`src/rtl/pgt_pkg.sv`:
```
package pgt_pkg;

  // Reasons that can hold power-good low, gathered in one place
  typedef struct packed {
    logic no_ss;
    logic fault;
    logic ilim;
    logic warn;
    logic shdn;
  } pg_hold_t;

  // Next state of a two-level hysteresis flag
  function automatic logic hyst_next(input logic cur, input logic hot, input logic cool);
    if (hot)  return 1'b1;
    if (cool) return 1'b0;
    return cur;
  endfunction

  // Any reason active means the pull-down is on
  function automatic logic any_hold(input pg_hold_t h);
    return |h;
  endfunction

endpackage

```
`src/rtl/pgt_hyst_cmp.sv`:
```
module pgt_hyst_cmp #(
  parameter int W       = 8,
  parameter int SET_LVL = 120,
  parameter int CLR_LVL = 100
) (
  input  logic         clk,
  input  logic         rst_n,
  input  logic         en,
  input  logic [W-1:0] code,
  output logic         state
);
  import pgt_pkg::*;

  localparam logic [W-1:0] SET_C = W'(SET_LVL);
  localparam logic [W-1:0] CLR_C = W'(CLR_LVL);

  logic hot, cool;
  assign hot  = code > SET_C;
  assign cool = code <= CLR_C;

  always_ff @(posedge clk) begin
    if (!rst_n || !en) state <= 1'b0;
    else               state <= hyst_next(state, hot, cool);
  end

  AST_SET_ON_HOT: assert property (@(posedge clk) disable iff (!rst_n)
    (en && code > SET_C) |=> state);
  AST_HOLD_IN_BAND: assert property (@(posedge clk) disable iff (!rst_n)
    (en && state && code > CLR_C) |=> state);
  AST_CLEAR_ON_COOL: assert property (@(posedge clk) disable iff (!rst_n)
    (code <= CLR_C) |=> !state);

endmodule

```
`src/rtl/pgt_ilim_qual.sv`:
```
module pgt_ilim_qual #(
  parameter int RUN_LEN = 64
) (
  input  logic clk,
  input  logic rst_n,
  input  logic en,
  input  logic act,
  output logic trip
);
  localparam int CW = $clog2(RUN_LEN + 1);
  localparam logic [CW-1:0] RUN_C = CW'(RUN_LEN);

  logic [CW-1:0] run_cnt;

  always_ff @(posedge clk) begin
    if (!rst_n || !en || !act) run_cnt <= '0;
    else if (run_cnt != RUN_C)  run_cnt <= run_cnt + 1'b1;
  end

  assign trip = (run_cnt == RUN_C);

  AST_QUAL_RESTART: assert property (@(posedge clk) disable iff (!rst_n)
    !act |=> !trip);
  AST_TRIP_NEEDS_RUN: assert property (@(posedge clk) disable iff (!rst_n)
    $rose(trip) |-> $past(act));

endmodule

```
`src/rtl/pgood_thermal_flags.sv`:
```
module pgood_thermal_flags #(
  parameter int TEMP_W   = 8,
  parameter int WARN_SET = 120,
  parameter int WARN_CLR = 100,
  parameter int SHDN_SET = 150,
  parameter int SHDN_CLR = 130,
  parameter int ILIM_CYC = 64
) (
  input  logic              clk,
  input  logic              rst_n,
  input  logic              en,
  input  logic              ss_done,
  input  logic              fault,
  input  logic              ilim_act,
  input  logic [TEMP_W-1:0] temp_code,
  output logic              pg_pd_en,
  output logic              therm_shdn,
  output logic              therm_warn
);
  import pgt_pkg::*;

  logic     ss_ok;
  logic     ilim_trip;
  pg_hold_t hold;

  // Soft-start record: set by completion, dropped by any fault or disable
  always_ff @(posedge clk) begin
    if (!rst_n || !en || fault) ss_ok <= 1'b0;
    else if (ss_done)           ss_ok <= 1'b1;
  end

  pgt_hyst_cmp #(.W(TEMP_W), .SET_LVL(WARN_SET), .CLR_LVL(WARN_CLR)) u_warn (
    .clk(clk), .rst_n(rst_n), .en(en), .code(temp_code), .state(therm_warn));

  pgt_hyst_cmp #(.W(TEMP_W), .SET_LVL(SHDN_SET), .CLR_LVL(SHDN_CLR)) u_shdn (
    .clk(clk), .rst_n(rst_n), .en(en), .code(temp_code), .state(therm_shdn));

  pgt_ilim_qual #(.RUN_LEN(ILIM_CYC)) u_ilim (
    .clk(clk), .rst_n(rst_n), .en(en), .act(ilim_act), .trip(ilim_trip));

  always_comb begin
    hold.no_ss = !ss_ok || !en || !rst_n;
    hold.fault = fault;
    hold.ilim  = ilim_trip;
    hold.warn  = therm_warn;
    hold.shdn  = therm_shdn;
  end

  assign pg_pd_en = any_hold(hold);

  AST_SHDN_NEEDS_WARN: assert property (@(posedge clk) disable iff (!rst_n)
    therm_shdn |-> therm_warn);
  AST_EN_CLEARS: assert property (@(posedge clk) disable iff (!rst_n)
    !en |=> (!therm_shdn && !therm_warn));
  AST_PG_AFTER_FAULT: assert property (@(posedge clk) disable iff (!rst_n)
    (fault && !ss_done) |=> pg_pd_en);

endmodule

```
`config.mk`:
```
export PLATFORM = sky130hd
export DESIGN_NAME = pgood_thermal_flags
export DESIGN_NICKNAME = d
export VERILOG_FILES = /design/src/rtl/pgt_pkg.sv /design/src/rtl/pgt_hyst_cmp.sv /design/src/rtl/pgt_ilim_qual.sv /design/src/rtl/pgood_thermal_flags.sv
export SDC_FILE = /design/constraint.sdc
export NUM_CORES = 1
export LEC_CHECK = 0
export ABC_CLOCK_PERIOD_IN_PS = 2800
export BUFFER_PORTS_ARGS = -buffer_cell sky130_fd_sc_hd__buf_2
export CAP_MARGIN = 20
export CORE_AREA = 5 5 42 44
export DETAILED_ROUTE_END_ITERATION = 8
export DIE_AREA = 0 0 47 49
export GPL_ROUTABILITY_DRIVEN = 0
export PLACE_DENSITY = 0.68
export SYNTH_ARGS = -nofsm -noshare
export SYNTH_HDL_FRONTEND = slang
export SYNTH_SLANG_ARGS = --single-unit
```
`constraint.sdc`:
```
create_clock -name clk -period 2.8 [get_ports clk]
set_clock_uncertainty 0.2 [all_clocks]
set_input_delay 0.28 -clock clk [delete_from_list [all_inputs] [get_ports clk]]
set_output_delay 0.28 -clock clk [all_outputs]
set_load 0.02 [all_outputs]
```
==> summary.txt <==
XOR/XNOR share of the synthesized area -> 5.160%
Slew HR -> 73.04%
number of fill cells -> 151
sequential share of the synthesized area -> 39.31%
Reg area -> 200.2 um^2
DRT Pass-1 Iters -> 4
pin count of the biggest net entering global routing -> 6
MaxCap Viol Count -> 0
initial core utilization -> 36.34%
Port Buffers -> 16
post-synth design cell area -> 509.2 um^2
wire per inst -> 12.16 um
WP data required -> 2.32 ns
CP startpoint kind -> register
Max FO, Critical Path -> 4
complex-gate fraction of the synthesized area -> 21.62%
setup TNS -> 0 ns
Final min period -> 1.944 ns
most instantiated cells after synthesis -> dfxtp_1, nor2_1, a21oi_1, nand2_1, nand3_1
Tcrit/Tclk final -> 69.43%
DIE AREA -> 2303 um^2
grt ovf -> 0
CTS tree -> yes
Vias per Instance -> 5.313
DP HPWL -> 900.9 um
placed cell areas -> 609.3 um^2
Synth async-reset ratio -> 0%
IO Count -> 17
Row Count -> 14
die height -> 49 um
Design Power -> 270.3 uW
largest family of logic cells by synthesized area -> simple AND/OR/NAND/NOR gates
GRT Overall Usage -> 11.09%
NumNets Final -> 98
drt initial violations -> 5
cts hold-fix bufs -> 0
DRC -> 0
setup bufs post-CTS -> 0
Max Clock Freq -> 514.4 MHz
Synth Area in Adders -> 4.914%
Net Count, Synth -> 77
top cells by area, synth -> dfxtp_1, a21oi_1, nor2_1
CTS max path bufs -> 2
worst skew pair latency -> 0.26 ns
most common cell in the netlist -> dfxtp_1
Multi-input gate area -> 297.8 um^2
Cells after Synth -> 61
total wire length -> 1167 um
global-route wire length before repair -> 1821 um
Worst Max-Slew Pin Slew -> 0.4033 ns
PostCTS Resize Cnt -> 0
Synth top area share -> 39.31%
status -> completed
power density cells -> 427.9 nW/um^2
Setup Crit Path Kind -> reg -> out
CTS Sinks -> 10
Post-Layout Inst Area -> 631.9 um^2
Cell variety after synth -> 26
Final Hold Vio Count -> 0
Avg Inst Size Synth -> 8.348 um^2
worst vdd ir -> 274.2 uV
H-Tree Depth -> 1
prevailing post-synth register cell -> dfxtp_1
Die W -> 47 um
post-synth top area cell -> dfxtp_1
post-synthesis mux area share -> 0%
share of cells above drive strength 1 -> 25.00%
# setup viols final -> 0
Simple-Gate Fraction of Synth Area -> 26.78%
Critical Path AT -> 1.46 ns
Layout area overhead -> 24.08%
Num CTS Buffers -> 3
Yosys Warn Count -> 0
CP endpoint kind -> output port
number of routed nets with antenna violations -> 0
via count -> 510
Reg clk slew, reported paths -> 0.06 ns
Hold Path Class -> in -> reg
RSZ-0062 raised after global routing -> false
Core Region -> 1401 um^2
Ant. Diodes -> 0
vias in the first global route -> 439
Leak Pwr -> 0.0002463 uW
fin. max-slew vios -> 0
initial antenna violation count -> 0
Root Buffer -> clkbuf_4
flop and latch count out of synthesis -> 10
number of synthesized flops with an enable pin -> 0
==> power breakdown <==
group	internal (uW)	switching (uW)	leakage (uW)	total (uW)
clock network	49.4	44.1	0.0000138	93.5
logic	14.1	15.7	0.000151	29.8
registers	145	2.30	0.0000811	147
total	208	62.1	0.000246	270
==> worst max-delay path, stage by stage, from the launching register on <==
cell	delay [ns]
dfxtp_1	0.34
inv_1	0.10
ha_1	0.17
nor2b_1	0.26
nand2_1	0.09
nand4_1	0.09
buf_2	0.16
==> stage by stage <==
stage               hold slack, ns  util (%)  setup WS [ns]  cells
detailed placement          0.2741     43.48          1.136     93
CTS                       0.008662     45.09         0.8341     96
global placement            0.2641     43.48          1.230     93
finish                     0.01436     45.09         0.8560     96
global route               0.01772     45.09         0.7374     96
floorplan                   0.1902         -          1.293     61
==> cells in the final DEF (no fill, tap or decap), types with 2 or more instances in the layout <==
cell,n
dfxtp_1,10
nand3_1,4
ha_1,2
inv_1,3
xor2_1,2
nand2_1,4
nor2_1,8
nor3_1,3
or3_1,2
o21ai_0,2
clkbuf_4,3
a21oi_1,6
buf_2,16
==> worst paths after layout <==
kind | slack (ns) | end | start | cells after the start
worst max-delay path | 0.86 | pg_pd_en | u_ilim.run_cnt[0]$_SDFFE_PP0P_ | 6
worst min-delay path | 0.01 | ss_ok$_SDFFE_PP0P_ | ss_done | 2
worst max register to register | 1.25 | u_ilim.run_cnt[6]$_SDFFE_PP0P_ | u_ilim.run_cnt[1]$_SDFFE_PP0P_ | 4
worst min register to register | 0.28 | ss_ok$_SDFFE_PP0P_ | ss_ok$_SDFFE_PP0P_ | 1
==> final cells by class <==
class / instances / share of cell area (%)
Sequential cell: 10 / 31.68
Tap cell: 16 / 3.168
Multi-Input combinational cell: 48 / 47.13
Timing Repair Buffer: 16 / 12.67
Clock buffer: 3 / 3.564
Inverter: 3 / 1.782
==> cells by family after synthesis <==
kind of cell | after synthesis
xor gates and xnor gates | 3
DFF | 10
buffers and inverters | 3
AOI/OAI and AO/OA | 17
adders and majority gates | 2
and+or+nand+nor | 26
==> sequential cells by signal, summed over array words and instances, names as in the netlist <==
| signal | cells |
|---|---|
| u_ilim.run_cnt | 7 |
| ss_ok | 1 |
| u_shdn.state | 1 |
| u_warn.state | 1 |
==> layer usage <==
layer | vias to the layer above | GRT usage (%) | wire, um
met2 | 19 | 16.74 | 488
li1 | 263 | - | -
met1 | 223 | 12.42 | 512
met5 | - | 0 | 0
met3 | 5 | 6.642 | 148
met4 | 0 | 4.147 | 18
No activity file was read; power rests on OpenSTA's default activity.
